$ cat config.mk
export PLATFORM = sky130hd
export DESIGN_NAME = clkmon_failover
export DESIGN_NICKNAME = d
export VERILOG_FILES = /design/src/rtl/cmon_pkg.sv /design/src/rtl/cmon_edge_sync.sv /design/src/rtl/cmon_activity.sv /design/src/rtl/cmon_ctrl_regs.sv /design/src/rtl/clkmon_failover.sv
export SDC_FILE = /design/constraint.sdc
export NUM_CORES = 1
export LEC_CHECK = 0
export ABC_AREA = 1
export BUFFER_PORTS_ARGS = -buffer_cell sky130_fd_sc_hd__buf_2
export CAP_MARGIN = 5
export CORE_MARGIN = 10
export CORE_UTILIZATION = 49
export CTS_BUF_LIST = sky130_fd_sc_hd__clkbuf_4
export DETAILED_ROUTE_END_ITERATION = 7
export GPL_ROUTABILITY_DRIVEN = 0
export PLACE_DENSITY_LB_ADDON = 0.12
export SETUP_SLACK_MARGIN = 0.1
export SLEW_MARGIN = 15
export SYNTH_ARGS = -nofsm -noshare
export SYNTH_HDL_FRONTEND = slang
export SYNTH_HIERARCHICAL = 1
export SYNTH_SLANG_ARGS = --single-unit
export TNS_END_PERCENT = 10
$ cat constraint.sdc
create_clock -name clk -period 2.25 [get_ports clk]
set_clock_uncertainty 0.15 [all_clocks]
set_input_delay 0.5625 -clock clk [delete_from_list [all_inputs] [get_ports clk]]
set_output_delay 0.5625 -clock clk [all_outputs]
set_load 0.05 [all_outputs]
$ cat src/rtl/cmon_pkg.sv
package cmon_pkg;
    localparam int CTL_W    = 8;
    localparam int BIT_MON  = 0;
    localparam int BIT_IEN  = 1;
    localparam int BIT_SEL  = 2;
    localparam int BIT_FLAG = 3;
    localparam int NUM_SRC  = 2;

    typedef enum logic {
        SRC_INTERNAL = 1'b0,
        SRC_EXTERNAL = 1'b1
    } src_e;
endpackage

$ cat src/rtl/cmon_edge_sync.sv
module cmon_edge_sync #(
    parameter int STAGES = 2
) (
    input  logic clk,
    input  logic rst_n,
    input  logic osc_i,
    output logic rise_o
);
    typedef struct packed {
        logic [STAGES-1:0] chain;
        logic              last;
    } sync_t;

    sync_t st_d, st_q;

    always_comb begin
        st_d       = st_q;
        st_d.chain = {st_q.chain[STAGES-2:0], osc_i};
        st_d.last  = st_q.chain[STAGES-1];
    end

    always_ff @(posedge clk or negedge rst_n) begin
        if (!rst_n) st_q <= '0;
        else        st_q <= st_d;
    end

    assign rise_o = st_q.chain[STAGES-1] & ~st_q.last;

    // an edge pulse lasts one cycle: the detector compares two chain taps
    assert_rise_single_R4: assert property (@(posedge clk) disable iff (!rst_n)
        rise_o |=> !rise_o);
endmodule

$ cat src/rtl/cmon_activity.sv
module cmon_activity #(
    parameter int WIN_LEN   = 256,
    parameter int MIN_EDGES = 2,
    parameter int STALL_LIM = 4096
) (
    input  logic clk,
    input  logic rst_n,
    input  logic watch_rise_i,
    input  logic ref_rise_i,
    output logic dead_o,
    output logic stall_o
);
    localparam int WIN_W  = (WIN_LEN > 1) ? $clog2(WIN_LEN) : 1;
    localparam int EDGE_W = $clog2(MIN_EDGES + 1);
    localparam int GAP_W  = $clog2(STALL_LIM + 1);
    localparam logic [WIN_W-1:0]  WIN_LAST = WIN_W'(WIN_LEN - 1);
    localparam logic [EDGE_W-1:0] EDGE_MIN = EDGE_W'(MIN_EDGES);
    localparam logic [GAP_W-1:0]  GAP_MAX  = GAP_W'(STALL_LIM);

    typedef struct packed {
        logic [WIN_W-1:0]  win_cnt;
        logic [EDGE_W-1:0] edge_cnt;
        logic [GAP_W-1:0]  gap_cnt;
        logic              dead;
    } act_t;

    act_t st_d, st_q;
    logic [EDGE_W-1:0] edge_next;

    always_comb begin
        st_d      = st_q;
        st_d.dead = 1'b0;

        // saturating count of watched edges in the open window
        edge_next = st_q.edge_cnt;
        if (watch_rise_i && (st_q.edge_cnt < EDGE_MIN))
            edge_next = st_q.edge_cnt + 1'b1;
        st_d.edge_cnt = edge_next;

        // window advances on reference edges only
        if (ref_rise_i) begin
            if (st_q.win_cnt == WIN_LAST) begin
                st_d.dead     = (edge_next < EDGE_MIN);
                st_d.win_cnt  = '0;
                st_d.edge_cnt = '0;
            end else begin
                st_d.win_cnt = st_q.win_cnt + 1'b1;
            end
        end

        // system-domain gap timer for the all-quiet case
        if (watch_rise_i)
            st_d.gap_cnt = '0;
        else if (st_q.gap_cnt != GAP_MAX)
            st_d.gap_cnt = st_q.gap_cnt + 1'b1;
    end

    always_ff @(posedge clk or negedge rst_n) begin
        if (!rst_n) st_q <= '0;
        else        st_q <= st_d;
    end

    assign dead_o  = st_q.dead;
    assign stall_o = (st_q.gap_cnt == GAP_MAX);

    // a verdict is a single-cycle pulse
    assert_verdict_pulse_R4: assert property (@(posedge clk) disable iff (!rst_n)
        dead_o |=> !dead_o);

    // a stall persists until the watched oscillator produces an edge
    assert_stall_holds_R7: assert property (@(posedge clk) disable iff (!rst_n)
        stall_o && !watch_rise_i |=> stall_o);

    // an edge ends a stall on the next cycle
    assert_stall_ends_R7: assert property (@(posedge clk) disable iff (!rst_n)
        watch_rise_i |=> !stall_o);
endmodule

$ cat src/rtl/cmon_ctrl_regs.sv
module cmon_ctrl_regs
    import cmon_pkg::*;
(
    input  logic             clk,
    input  logic             rst_n,
    input  logic             wr_i,
    input  logic             rd_i,
    input  logic [CTL_W-1:0] wdata_i,
    input  logic             fail_evt_i,
    input  logic             fail_switch_i,
    output logic [CTL_W-1:0] rdata_o,
    output logic             mon_en_o,
    output src_e             sel_o,
    output logic             irq_o
);
    typedef struct packed {
        logic mon;
        logic ien;
        src_e sel;
        logic flag;
        logic armed;
    } ctl_t;

    ctl_t st_d, st_q;

    always_comb begin
        st_d = st_q;

        // a read that sees the flag arms the clear
        if (rd_i && st_q.flag)
            st_d.armed = 1'b1;

        if (wr_i) begin
            st_d.mon = wdata_i[BIT_MON];
            st_d.ien = wdata_i[BIT_IEN];
            st_d.sel = src_e'(wdata_i[BIT_SEL]);
            if (st_q.armed && !wdata_i[BIT_FLAG])
                st_d.flag = 1'b0;
            st_d.armed = 1'b0;
        end

        // a detected failure overrides a same-cycle write
        if (fail_evt_i) begin
            st_d.flag = 1'b1;
            if (fail_switch_i)
                st_d.sel = (st_q.sel == SRC_INTERNAL) ? SRC_EXTERNAL : SRC_INTERNAL;
        end
    end

    always_ff @(posedge clk or negedge rst_n) begin
        if (!rst_n) begin
            st_q <= '0;
        end else begin
            st_q <= st_d;
        end
    end

    always_comb begin
        rdata_o           = '0;
        rdata_o[BIT_MON]  = st_q.mon;
        rdata_o[BIT_IEN]  = st_q.ien;
        rdata_o[BIT_SEL]  = st_q.sel;
        rdata_o[BIT_FLAG] = st_q.flag;
    end

    assign mon_en_o = st_q.mon;
    assign sel_o    = st_q.sel;
    assign irq_o    = st_q.flag & st_q.ien;

    // the flag is only ever raised by a failure event
    assert_flag_set_by_event_R3: assert property (@(posedge clk) disable iff (!rst_n)
        $rose(st_q.flag) |-> $past(fail_evt_i));

    // a clear follows a write that carried a zero in the flag position
    assert_clear_by_write_R9: assert property (@(posedge clk) disable iff (!rst_n)
        $fell(st_q.flag) |-> $past(wr_i) && !$past(wdata_i[BIT_FLAG]));

    // a clear needs an armed read before the write
    assert_clear_needs_arm_R9: assert property (@(posedge clk) disable iff (!rst_n)
        $fell(st_q.flag) |-> $past(st_q.armed));
endmodule

$ cat src/rtl/clkmon_failover.sv
module clkmon_failover
    import cmon_pkg::*;
#(
    parameter int SYNC_STAGES = 2,
    parameter int WIN_LEN     = 256,
    parameter int MIN_EDGES   = 2,
    parameter int STALL_LIM   = 4096
) (
    input  logic             clk,
    input  logic             rst_n,
    input  logic             int_osc_i,
    input  logic             ext_osc_i,
    input  logic             reg_wr_i,
    input  logic             reg_rd_i,
    input  logic [CTL_W-1:0] reg_wdata_i,
    output logic [CTL_W-1:0] reg_rdata_o,
    output logic             clk_sel_o,
    output logic             irq_o
);
    logic [NUM_SRC-1:0] osc_raw;
    logic [NUM_SRC-1:0] osc_rise;
    logic [NUM_SRC-1:0] src_dead;
    logic [NUM_SRC-1:0] src_stall;

    assign osc_raw = {ext_osc_i, int_osc_i};

    // index 0 is the internal source, index 1 the external; each is timed by the other
    for (genvar g = 0; g < NUM_SRC; g++) begin : g_src
        cmon_edge_sync #(
            .STAGES (SYNC_STAGES)
        ) u_sync (
            .clk    (clk),
            .rst_n  (rst_n),
            .osc_i  (osc_raw[g]),
            .rise_o (osc_rise[g])
        );

        cmon_activity #(
            .WIN_LEN   (WIN_LEN),
            .MIN_EDGES (MIN_EDGES),
            .STALL_LIM (STALL_LIM)
        ) u_act (
            .clk          (clk),
            .rst_n        (rst_n),
            .watch_rise_i (osc_rise[g]),
            .ref_rise_i   (osc_rise[NUM_SRC-1-g]),
            .dead_o       (src_dead[g]),
            .stall_o      (src_stall[g])
        );
    end

    typedef struct packed {
        logic both_stall;
    } top_t;

    top_t st_d, st_q;
    logic mon_en;
    src_e sel;
    logic sel_dead;
    logic other_stall;
    logic both_now;
    logic fail_evt;
    logic fail_switch;

    always_comb begin
        st_d            = st_q;
        both_now        = &src_stall;
        st_d.both_stall = both_now;
        sel_dead        = src_dead[sel];
        other_stall     = src_stall[~sel];
        fail_evt        = mon_en & (sel_dead | (both_now & ~st_q.both_stall));
        // a closed window proves the other source is alive unless it has stalled since
        fail_switch     = mon_en & sel_dead & ~other_stall;
    end

    always_ff @(posedge clk or negedge rst_n) begin
        if (!rst_n) st_q <= '0;
        else        st_q <= st_d;
    end

    cmon_ctrl_regs u_regs (
        .clk           (clk),
        .rst_n         (rst_n),
        .wr_i          (reg_wr_i),
        .rd_i          (reg_rd_i),
        .wdata_i       (reg_wdata_i),
        .fail_evt_i    (fail_evt),
        .fail_switch_i (fail_switch),
        .rdata_o       (reg_rdata_o),
        .mon_en_o      (mon_en),
        .sel_o         (sel),
        .irq_o         (irq_o)
    );

    assign clk_sel_o = sel;

    // without a write the select bit moves only on an enabled failover
    assert_sel_moves_on_failover_R4: assert property (@(posedge clk) disable iff (!rst_n)
        (clk_sel_o != $past(clk_sel_o)) && !$past(reg_wr_i)
            |-> $past(mon_en) && reg_rdata_o[BIT_FLAG]);

    // a dual stall never flips the select bit
    assert_dual_stall_keeps_sel_R7: assert property (@(posedge clk) disable iff (!rst_n)
        $past(both_now) && $past(src_stall[0]) && !$past(reg_wr_i)
            && !$past(sel_dead) |-> clk_sel_o == $past(clk_sel_o));

    // the flag is sticky between writes
    assert_flag_sticky_R10: assert property (@(posedge clk) disable iff (!rst_n)
        $past(reg_rdata_o[BIT_FLAG]) && !$past(reg_wr_i) |-> reg_rdata_o[BIT_FLAG]);

    // with the monitor off the flag cannot rise
    assert_disabled_quiet_R6: assert property (@(posedge clk) disable iff (!rst_n)
        !$past(mon_en) |-> !$rose(reg_rdata_o[BIT_FLAG]));
endmodule

==> results of run 1 <==
-- worst min path at each step --
stage | depth (start not counted) | endpoint | slack [ns] | from
floorplan | 0 | g_src[0].u_act/dead_o | 0.12 | rst_n
global placement | 0 | g_src[1].u_sync/st_d[0] | 0.19 | g_src[1].u_sync/st_d[2]
detailed placement | 0 | g_src[1].u_sync/st_d[0] | 0.19 | g_src[1].u_sync/st_d[2]
CTS | 1 | g_src[1].u_act/st_q[11] | 0.006 | rst_n
global route | 1 | g_src[1].u_act/st_q[11] | 0.002 | rst_n
finish | 1 | g_src[1].u_act/st_q[11] | 0.01 | rst_n
-- sequential cells by signal (all words and copies together) (netlist names) --
signal,count
g_src.u_act/st_q,46
g_src.u_sync/st_d,4
g_src.u_act/dead_o,2
g_src.u_sync/st_q,2
u_regs/rdata_o,2
st_q,1
u_regs/mon_en_o,1
u_regs/sel_o,1
u_regs/st_q,1
-- layout by cell type, fill, tap and decap left out --
| master | instances |
|---|---|
| sky130_fd_sc_hd__xor2_1 | 4 |
| sky130_fd_sc_hd__inv_1 | 73 |
| sky130_fd_sc_hd__nor2_1 | 56 |
| sky130_fd_sc_hd__nand4_2 | 2 |
| sky130_fd_sc_hd__nand2_2 | 9 |
| sky130_fd_sc_hd__o21ai_1 | 1 |
| sky130_fd_sc_hd__ha_1 | 6 |
| sky130_fd_sc_hd__xnor2_1 | 4 |
| sky130_fd_sc_hd__clkinv_1 | 2 |
| sky130_fd_sc_hd__or2_2 | 2 |
| sky130_fd_sc_hd__nand3_2 | 4 |
| sky130_fd_sc_hd__o21bai_2 | 2 |
| sky130_fd_sc_hd__o21ai_0 | 16 |
| sky130_fd_sc_hd__nor2_2 | 4 |
| sky130_fd_sc_hd__buf_2 | 15 |
| sky130_fd_sc_hd__clkinv_2 | 3 |
| sky130_fd_sc_hd__nand3_1 | 28 |
| sky130_fd_sc_hd__nor4_1 | 1 |
| sky130_fd_sc_hd__inv_2 | 3 |
| sky130_fd_sc_hd__dfrtp_1 | 60 |
| sky130_fd_sc_hd__buf_4 | 5 |
| sky130_fd_sc_hd__nor3_1 | 4 |
| sky130_fd_sc_hd__a21oi_2 | 1 |
| sky130_fd_sc_hd__nand2_1 | 86 |
| sky130_fd_sc_hd__nand4_1 | 12 |
| sky130_fd_sc_hd__clkbuf_4 | 10 |
| sky130_fd_sc_hd__nor4_2 | 1 |
| sky130_fd_sc_hd__conb_1 | 4 |
| sky130_fd_sc_hd__a21oi_1 | 17 |
| sky130_fd_sc_hd__buf_12 | 1 |
| sky130_fd_sc_hd__nor2_4 | 12 |
-- critical path, delay by kind of cell (launching register included) --
| family | cells | cell delay [ns] |
|---|---|---|
| compound gates | 1 | 0.15 |
| fa+ha+maj | 1 | 0.19 |
| buf+inv | 2 | 0.31 |
| flops | 1 | 0.41 |
| simple gates | 6 | 0.65 |
-- layout make-up --
type                       instances  area [um^2]
clock inverter                     4         18.8
fill                             612         2900
sequential                        60         1500
timing repair buffer              21          133
tap                               77         96.3
multi-input combinational        276         1440
clock buffer                      10         75.1
inverter                          77          289
-- synth_stat cells --
library cell / instances / area, um^2
sky130_fd_sc_hd__nor3_1: 4 / 20.0
sky130_fd_sc_hd__nand4_2: 2 / 25.0
sky130_fd_sc_hd__nor2_2: 4 / 25.0
sky130_fd_sc_hd__ha_1: 6 / 75.1
sky130_fd_sc_hd__o21ai_1: 1 / 5.00
sky130_fd_sc_hd__nand3_1: 28 / 140
sky130_fd_sc_hd__nand2_2: 9 / 56.3
sky130_fd_sc_hd__xor2_1: 4 / 35.0
sky130_fd_sc_hd__nand2_1: 86 / 323
sky130_fd_sc_hd__dfrtp_1: 60 / 1500
sky130_fd_sc_hd__o21ai_0: 16 / 80.1
sky130_fd_sc_hd__o21bai_2: 2 / 22.5
sky130_fd_sc_hd__xnor2_1: 4 / 35.0
sky130_fd_sc_hd__a21oi_2: 1 / 8.76
sky130_fd_sc_hd__nor2_4: 12 / 135
sky130_fd_sc_hd__nor4_1: 2 / 12.5
sky130_fd_sc_hd__clkinv_1: 1 / 3.75
sky130_fd_sc_hd__nand4_1: 12 / 75.1
sky130_fd_sc_hd__buf_4: 8 / 60.1
sky130_fd_sc_hd__conb_1: 1 / 3.75
sky130_fd_sc_hd__a21oi_1: 17 / 85.1
sky130_fd_sc_hd__or2_2: 2 / 12.5
sky130_fd_sc_hd__buf_2: 4 / 20.0
sky130_fd_sc_hd__inv_1: 73 / 274
sky130_fd_sc_hd__nand3_2: 4 / 40.0
sky130_fd_sc_hd__nor2_1: 56 / 210
sky130_fd_sc_hd__inv_2: 3 / 11.3
-- routing by layer --
layer,up-vias,part of all wire (%),global-route usage [%]
met3,7,3.0,3.51
met1,1166,46,14.0
met5,-,0,0
met4,0,1.4,5.86
li1,1343,-,-
met2,31,49,21.2
-- timing repair --
| action | 4_1_cts | 5_1_grt |
|---|---|---|
| setup endpoints to repair | 0 | 1 |
| endpoints found under the hold margin | 0 | 0 |
| gates resized for setup | 0 | 1 |
-- power groups by stage --
stage	Clock, mW	Sequential (mW)	Combinational [mW]
5_1_grt	0.664	1.45	0.734
2_1_floorplan	0	1.40	0.524
3_3_place_gp	0	1.43	0.616
4_1_cts	0.615	1.42	0.641
3_5_place_dp	0	1.43	0.638
6_report	0.573	1.42	0.633
-- through the flow --
step           util, %  worst slack [ns]  instance area (um^2)
2_1_floorplan        -             0.386                  3310
3_3_place_gp      53.5             0.266                  3460
3_5_place_dp      53.5             0.286                  3460
4_1_cts           55.0             0.212                  3550
5_1_grt           55.1            0.0700                  3560
6_report          55.1             0.287                  3560
-- cell families (layout without fill, tap and decap cells) --
| logic type | count (synthesis) | in the layout |
|---|---|---|
| adders and majority gates | 6 | 6 |
| AOI/OAI and AO/OA | 37 | 37 |
| buffers and inverters | 89 | 112 |
| DFF | 60 | 60 |
| and+or+nand+nor | 221 | 221 |
| xor gates and xnor gates | 8 | 8 |
| other | 1 | 4 |
==> flow_summary.json, run 1 <==
{
  "syn2layout_area_growth_pct": 7.90,
  "reg_to_reg_end": "u_regs/sel_o",
  "post_route_cells_drive_above_1_share_pct": 16.5,
  "place_inst": 511,
  "route.detailed.wl_per_inst_um": 11.1,
  "wl_um": 5840,
  "core.rowCount": 29,
  "cts_post_setup_buffers_inserted": 0,
  "nNetsFinal": 465,
  "placed_wire_length_estimate_um": 4320,
  "postSynthAreaPerCell_um2": 7.81,
  "hold-worst-slack_ns": 0.0149,
  "crit_path_end": "u_regs/sel_o",
  "gr-total-overflow": 0,
  "slew-limit-headroom_pct": 61.5,
  "viasPerCell": 4.85,
  "cp-start-kind": "flip-flop",
  "final.min_clock_period_ns": 1.96,
  "vert_die_dim_um": 102,
  "p_switching_uw": 929,
  "run_status": "completed",
  "port_buffers": 15,
  "route.antenna.remaining_nets": 0,
  "seq_power_share_pct": 54.0,
  "syn-cell-area_mm2": 0.00330,
  "holdBufCountCts": 0,
  "simple_gate_portion_of_the_synthesized_area_pct": 32.6,
  "initial_utilization_pct": 51.0,
  "cts_max_path_buffers": 2,
  "totalNegativeSetupSlack_ns": 0,
  "power.combinational.fraction_pct": 24.1,
  "synthesis.instances": 422,
  "final_min_period_over_clock_period_pct": 87.2,
  "coreArea_mm2": 0.00646,
  "grt_first_pass_wirelength_um": 10400,
  "die_width_um": 102,
  "finalNonFillerCells": 525,
  "synth_top_family_by_area": "simple AND/OR/NAND/NOR gates",
  "share_of_the_synthesized_area_in_compound_gates_ao_oa_aoi_oai_pct": 6.11,
  "timing.final.setup_violations": 0,
  "clkTransAtPathRegs_ns": 0.09,
  "critPathLaunch": "g_src[0].u_act/st_q[1]",
  "hp-class": "in -> async",
  "setup.reg_to_reg.worst_slack_ns": 0.29,
  "die_area_mm2": 0.0104,
  "clock_latency_ns": 0.39,
  "hold_violations": 0,
  "worst-endpoint-arrival_ns": 2.09,
  "max_cap_violations": 0,
  "irDropWorstVdd_mv": 0.498,
  "yosysUniqueCellTypes": 27,
  "cts-htree-levels": 3,
  "clock_sink_count": 60,
  "reg2reg_from": "g_src[0].u_act/st_q[1]",
  "drc_errors": 0,
  "tightest_slew_ns": 0.577,
  "worstRegToRegCells": 10,
  "synthMuxAreaShare_pct": 0,
  "criticalPathCategory": "reg -> reg",
  "synth_xor_area_share_pct": 2.13,
  "power.share.clock_pct": 21.9,
  "grt_setup_unrepaired": "no",
  "antenna_found_initial": 0,
  "static-leakage-power_nw": 1.83,
  "clockRootBuffer": "sky130_fd_sc_hd__clkbuf_4",
  "grt_max_degree": 28,
  "maxClockFrequency_mhz": 510,
  "yosys.area_share.adder_pct": 2.28,
  "power.internal_mw": 1.69,
  "yosysSeqAreaShare_pct": 45.6,
  "insertedDiodeCount": 0,
  "power_density_mw_per_mm2": 737,
  "cts_tree": "yes",
  "switching_share_pct": 35.4,
  "critical_path.max_fanout": 4,
  "via_count_of_the_first_global_routing_pass": 2424,
  "ys.warnings.count": 6,
  "worst_setup_path_end_kind": "flip-flop",
  "critPathSlowestCell": "sky130_fd_sc_hd__dfrtp_1",
  "initialDrtViolationCount": 79,
  "report.final.slew_viol_count": 0,
  "p_total_mw": 2.62,
  "cp.required_ns": 2.38,
  "grt_use_total_pct": 12.4,
  "vias": 2547,
  "worst_path_largest_cell_delay_ns": 0.41,
  "timing.critical_path.cells": "inv_1 > ha_1 > nand2_1 > nor4_2 > buf_4 > nand3_1 > a21oi_2 > nand2_1 > nor2_1 > nor2_1",
  "drt-pass1-iter-count": 5,
  "io_pins": 24,
  "cts-buffers-inserted": 9,
  "ys_ff_latch": 60
}
Note: power is estimated with default switching activity, not from simulation.
==> inputs of run 2 (changes only) <==
--- a/config.mk
+++ b/config.mk
@@ -10,7 +10,6 @@
 export CAP_MARGIN = 5
 export CORE_MARGIN = 10
 export CORE_UTILIZATION = 49
-export CTS_BUF_LIST = sky130_fd_sc_hd__clkbuf_4
 export DETAILED_ROUTE_END_ITERATION = 7
 export GPL_ROUTABILITY_DRIVEN = 0
 export PLACE_DENSITY_LB_ADDON = 0.12
==> run 2 against run 1 <==
  * Clock power up 39%
  * Via count up 0.51%
  * Final cell count unchanged
  * Combinational power about the same
  * Worst hold slack better by 0.061 ns
  * Critical path depth unchanged
  * Setup slack worse by 0.046 ns
  * Global-route usage up 0.085 points
  * Sequential power about the same
  * Wire length up 1.1%
  * Critical path type unchanged
  * Critical endpoint unchanged
  * Largest cell class unchanged
==> flow_summary.json, run 2 (synthesis gave the netlist of run 1 again) <==
{
  "setup.reg_to_reg.worst_slack_ns": 0.24,
  "reg_with_most_ffs": "g_src.u_act/st_q",
  "clock_latency_ns": 0.33,
  "vert_die_dim_um": 102,
  "cts-htree-levels": 3,
  "dpl-instance-area_mm2": 0.00346,
  "final.min_clock_period_ns": 2.01,
  "core.rowCount": 29,
  "slew-limit-headroom_pct": 61.4,
  "hp-class": "in -> async",
  "clkTransAtPathRegs_ns": 0.06,
  "grt_setup_unrepaired": "no",
  "route.antenna.remaining_nets": 0,
  "worst_path_dominant_cell_family": "simple AND/OR/NAND/NOR gates",
  "mostFrequentLayoutCell": "sky130_fd_sc_hd__nand2_1",
  "wl_um": 5910,
  "io_pins": 24,
  "initialDrtViolationCount": 84,
  "initial_utilization_pct": 51.0,
  "critical_path.max_fanout": 4,
  "layout.cell_area.non_filler_mm2": 0.00362,
  "worst_slack_ns": 0.241,
  "cp-start-kind": "flip-flop",
  "hold_violations": 0,
  "max_cap_violations": 0,
  "power_density_mw_per_mm2": 787,
  "worst_path_largest_cell_delay_ns": 0.40,
  "static-leakage-power_nw": 1.85,
  "die_width_um": 102,
  "port_buffers": 15,
  "p_total_mw": 2.85,
  "insertedDiodeCount": 0,
  "cts-buffers-inserted": 9,
  "route.detailed.wl_per_inst_um": 11.3,
  "viasPerCell": 4.88,
  "worst_setup_path_end_kind": "flip-flop",
  "reg2reg_from": "g_src[0].u_act/st_q[1]",
  "grt_first_pass_wirelength_um": 10500,
  "criticalPathCategory": "reg -> reg",
  "antenna_found_initial": 0,
  "critPathBufInv": 2,
  "drc_errors": 0,
  "pre_cts_ws_ns": 0.286,
  "tightest_slew_ns": 0.579,
  "syn2layout_area_growth_pct": 9.79,
  "post_route_cells_drive_above_1_share_pct": 16.5,
  "cts_max_path_buffers": 2,
  "cp.required_ns": 2.33,
  "worst-endpoint-arrival_ns": 2.08,
  "timing.final.setup_violations": 0,
  "critical_path_cell_count": 10,
  "final_min_period_over_clock_period_pct": 89.3,
  "critPathSlowestCell": "sky130_fd_sc_hd__dfrtp_1",
  "layout_common_cells": "86 x sky130_fd_sc_hd__nand2_1, 73 x sky130_fd_sc_hd__inv_1, 60 x sky130_fd_sc_hd__dfrtp_1, 56 x sky130_fd_sc_hd__nor2_1, 28 x sky130_fd_sc_hd__nand3_1",
  "worstRegToRegCells": 10,
  "clock_sink_count": 60,
  "nNetsFinal": 465,
  "clockRootBuffer": "sky130_fd_sc_hd__clkbuf_8",
  "grt_use_total_pct": 12.5,
  "timing.critical_path.cells": "inv_1 > ha_1 > nand2_1 > nor4_2 > buf_4 > nand3_1 > a21oi_2 > nand2_1 > nor2_1 > nor2_1",
  "gr-total-overflow": 0,
  "placed_wire_length_estimate_um": 4320,
  "maxClockFrequency_mhz": 498,
  "grt_max_degree": 28,
  "irDropWorstVdd_mv": 0.501,
  "die_area_mm2": 0.0104,
  "cts_tree": "yes",
  "reg_to_reg_end": "u_regs/sel_o",
  "run_status": "completed",
  "report.final.slew_viol_count": 0,
  "via_count_of_the_first_global_routing_pass": 2430,
  "vias": 2560,
  "largest_reg_flops": 46,
  "totalNegativeSetupSlack_ns": 0,
  "drt-pass1-iter-count": 4,
  "cts_post_setup_buffers_inserted": 0,
  "coreArea_mm2": 0.00646
}
==> run 2: cell count changes in the layout (fill, tap and decap cells not counted) <==
cell                       previous run  this run
sky130_fd_sc_hd__clkbuf_1             0         1
sky130_fd_sc_hd__clkbuf_4            10         0
sky130_fd_sc_hd__clkinv_1             2         1
sky130_fd_sc_hd__clkbuf_8             0        10
==> run 2: worst max path at each step <==
| stage | from | to |
|---|---|---|
| after CTS | g_src[0].u_act/st_q[1] | u_regs/sel_o |
| after global placement | g_src[1].u_act/st_q[1] | u_regs/sel_o |
| final | g_src[0].u_act/st_q[1] | u_regs/sel_o |
| after global routing | g_src[0].u_act/st_q[1] | u_regs/sel_o |
| after floorplan | g_src[1].u_act/st_q[1] | u_regs/sel_o |
| after detailed placement | g_src[0].u_act/st_q[1] | u_regs/sel_o |
==> run 2: area by class of cell <==
| cell class | instances | area (um^2) |
|---|---|---|
| well taps | 77 | 96.3 |
| clock buffers | 11 | 141 |
| clock inverters | 3 | 15.0 |
| inverters | 77 | 289 |
| multi-input cells | 276 | 1440 |
| flip-flops and latches | 60 | 1500 |
| fillers | 613 | 2840 |
| repair buffers | 21 | 133 |
==> run 2: where the power goes <==
| part | internal [mW] | switching [mW] |
|---|---|---|
| registers | 1.25 | 0.172 |
| clock network | 0.411 | 0.384 |
| logic | 0.230 | 0.402 |
==> run 2: routing by layer <==
metal	GRT usage (%)	part of all wire, %	wire [um]	vias to the layer above
met5	0	0	0	-
met4	7.16	1.2	68	0
met3	2.90	2.6	153	7
met2	21.3	50	2980	28
met1	14.0	46	2710	1187
li1	-	-	-	1338
==> run 2: what timing repair did <==
action,CTS,global route
endpoints found under the hold margin,0,0
endpoints found under the setup margin,0,1
gates resized for setup,0,1
hold buffers,0,0
==> run 2: metrics by stage <==
step | utilization [%] | hold slack, ns | cells
after detailed placement | 53.5 | 0.189 | 511
after CTS | 55.9 | 0.0817 | 525
final | 56.0 | 0.0759 | 525
after floorplan | - | 0.117 | 425
after global routing | 56.0 | 0.0934 | 525
after global placement | 53.5 | 0.189 | 511
==> inputs of run 3 (changes only) <==
--- a/config.mk
+++ b/config.mk
@@ -12,7 +12,7 @@
 export CORE_UTILIZATION = 49
 export DETAILED_ROUTE_END_ITERATION = 7
 export GPL_ROUTABILITY_DRIVEN = 0
-export PLACE_DENSITY_LB_ADDON = 0.12
+export PLACE_DENSITY_LB_ADDON = 0.25
 export SETUP_SLACK_MARGIN = 0.1
 export SLEW_MARGIN = 15
 export SYNTH_ARGS = -nofsm -noshare
==> run 3 against run 2 <==
  * Non-clock buffer count up 2
  * Power up 9.4%
  * Die area unchanged
  * Global-route usage up 0.22 points
  * Sequential share of layout area down 0.94 points
  * Critical path depth up 1
  * Critical endpoint unchanged
==> flow_summary.json, run 3 (synthesis gave the netlist of run 1 again) <==
{
  "worst-endpoint-arrival_ns": 2.08,
  "irDropWorstVdd_mv": 0.579,
  "cts_max_path_buffers": 2,
  "coreArea_mm2": 0.00646,
  "route.detailed.wl_per_inst_um": 11.3,
  "cts_tree": "yes",
  "post_route_cells_drive_above_1_share_pct": 17.5,
  "via_count_of_the_first_global_routing_pass": 2546,
  "vias": 2569,
  "final.fill_count": 577,
  "final_min_period_over_clock_period_pct": 87.0,
  "core.rowCount": 29,
  "route.antenna.remaining_nets": 0,
  "pre_cts_ws_ns": 0.222,
  "worst_setup_path_end_kind": "flip-flop",
  "insertedDiodeCount": 0,
  "totalNegativeSetupSlack_ns": 0,
  "viasPerCell": 4.86,
  "vert_die_dim_um": 102,
  "power.internal_mw": 2.10,
  "largest_reg_flops": 46,
  "grt_use_total_pct": 12.7,
  "hp-class": "in -> reg",
  "die_width_um": 102,
  "criticalPathCategory": "reg -> reg",
  "cp.required_ns": 2.37,
  "setup.reg_to_reg.worst_slack_ns": 0.29,
  "placed_wire_length_estimate_um": 4310,
  "syn2layout_area_growth_pct": 12.3,
  "cts-buffers-inserted": 9,
  "grt_first_pass_wirelength_um": 10800,
  "final_util_pct": 57.3,
  "wl_um": 5970,
  "cts_post_setup_buffers_inserted": 0,
  "switching_share_pct": 32.6,
  "reg_with_most_ffs": "g_src.u_act/st_q",
  "report.final.slew_viol_count": 0,
  "gr-total-overflow": 0,
  "critPathLaunch": "g_src[0].u_act/st_q[1]",
  "port_buffers": 15,
  "die_area_mm2": 0.0104,
  "p_total_mw": 3.11,
  "power.share.clock_pct": 34.1,
  "timing.final.setup_violations": 0,
  "final.min_clock_period_ns": 1.96,
  "hold_violations": 0,
  "initialDrtViolationCount": 122,
  "clkTransAtPathRegs_ns": 0.07,
  "seq_power_share_pct": 45.4,
  "p_switching_mw": 1.02,
  "reg2reg_from": "g_src[0].u_act/st_q[1]",
  "grt_setup_unrepaired": "no",
  "hold_path_depth": 1,
  "max_cap_violations": 0,
  "cp-start-kind": "flip-flop",
  "power.combinational.fraction_pct": 20.5,
  "maxClockFrequency_mhz": 511,
  "static-leakage-power_nw": 1.88,
  "io_pins": 24,
  "cts-htree-levels": 3,
  "initial_utilization_pct": 51.0,
  "antenna_found_initial": 0,
  "hp-start": "ext_osc_i",
  "power_density_mw_per_mm2": 841,
  "clock_sink_count": 60,
  "clock_latency_ns": 0.33,
  "drc_errors": 0,
  "critical_path.max_fanout": 4,
  "worst_slack_ns": 0.292,
  "mostFrequentLayoutCell": "sky130_fd_sc_hd__nand2_1",
  "run_status": "completed",
  "layout_common_cells": "86 x sky130_fd_sc_hd__nand2_1, 72 x sky130_fd_sc_hd__inv_1, 60 x sky130_fd_sc_hd__dfrtp_1, 56 x sky130_fd_sc_hd__nor2_1, 28 x sky130_fd_sc_hd__nand3_1",
  "hold-worst-slack_ns": 0.184,
  "worstRegToRegCells": 11,
  "clockRootBuffer": "sky130_fd_sc_hd__clkbuf_8",
  "nNetsFinal": 467,
  "drt-pass1-iter-count": 4,
  "grt_max_degree": 35
}
run 3: routing by layer:
metal / part of all wire (%) / track usage, % / wire length, um / up-vias
met5: 0 / 0 / 0 / -
met1: 47 / 14.7 / 2800 / 1172
met4: 1.3 / 3.80 / 78 / 0
met3: 4.4 / 4.59 / 263 / 8
met2: 47 / 21.5 / 2830 / 41
li1: - / - / - / 1348
run 3: final timing paths:
check,to
worst max-delay path,u_regs/sel_o
worst max register to register,u_regs/sel_o
worst min-delay path,g_src[1].u_sync/st_d[2]
worst min register to register,g_src[1].u_sync/st_d[0]
min in group asynchronous,g_src[1].u_act/st_q[9]
max in group asynchronous,g_src[0].u_act/st_q[3]
run 3: power groups by stage:
stage	Sequential, mW	Combinational (mW)	Clock [mW]
3_5_place_dp	1.43	0.636	0
2_1_floorplan	1.40	0.524	0
4_1_cts	1.42	0.642	1.10
5_1_grt	1.45	0.738	1.15
3_3_place_gp	1.43	0.613	0
6_report	1.41	0.639	1.06
run 3: what timing repair did:
| action | CTS | global route |
|---|---|---|
| hold buffers | 1 | 0 |
| endpoints found under the setup margin | 0 | 1 |
| endpoints found under the hold margin | 12 | 0 |
| resized for setup | 0 | 3 |
run 3: layout make-up:
cell class	count	area, um^2	share of cell area [%]
inverter	77	289	7.81
multi-input combinational	276	1450	39.1
clock buffer	10	128	3.45
timing repair buffer	23	150	4.06
sequential	60	1500	40.6
clock inverter	6	88.8	2.40
tap	77	96.3	2.60
run 3: per-stage QoR:
step | area (um^2) | cells
CTS | 3690 | 529
global route | 3700 | 529
finish | 3700 | 529
global placement | 3460 | 512
detailed placement | 3460 | 512
floorplan | 3310 | 425
run 3: worst max-delay path, cell delays in order, from the launching register on:
cell and delay (ns):
sky130_fd_sc_hd__dfrtp_1 0.41, sky130_fd_sc_hd__inv_1 0.14, sky130_fd_sc_hd__ha_1 0.19, sky130_fd_sc_hd__nand2_1 0.07
sky130_fd_sc_hd__nor4_2 0.27, sky130_fd_sc_hd__buf_4 0.16, sky130_fd_sc_hd__nand3_1 0.09, sky130_fd_sc_hd__a21oi_2 0.16
sky130_fd_sc_hd__nand2_1 0.08, sky130_fd_sc_hd__nand2_1 0.06, sky130_fd_sc_hd__nor2_1 0.04, sky130_fd_sc_hd__nor2_1 0.08
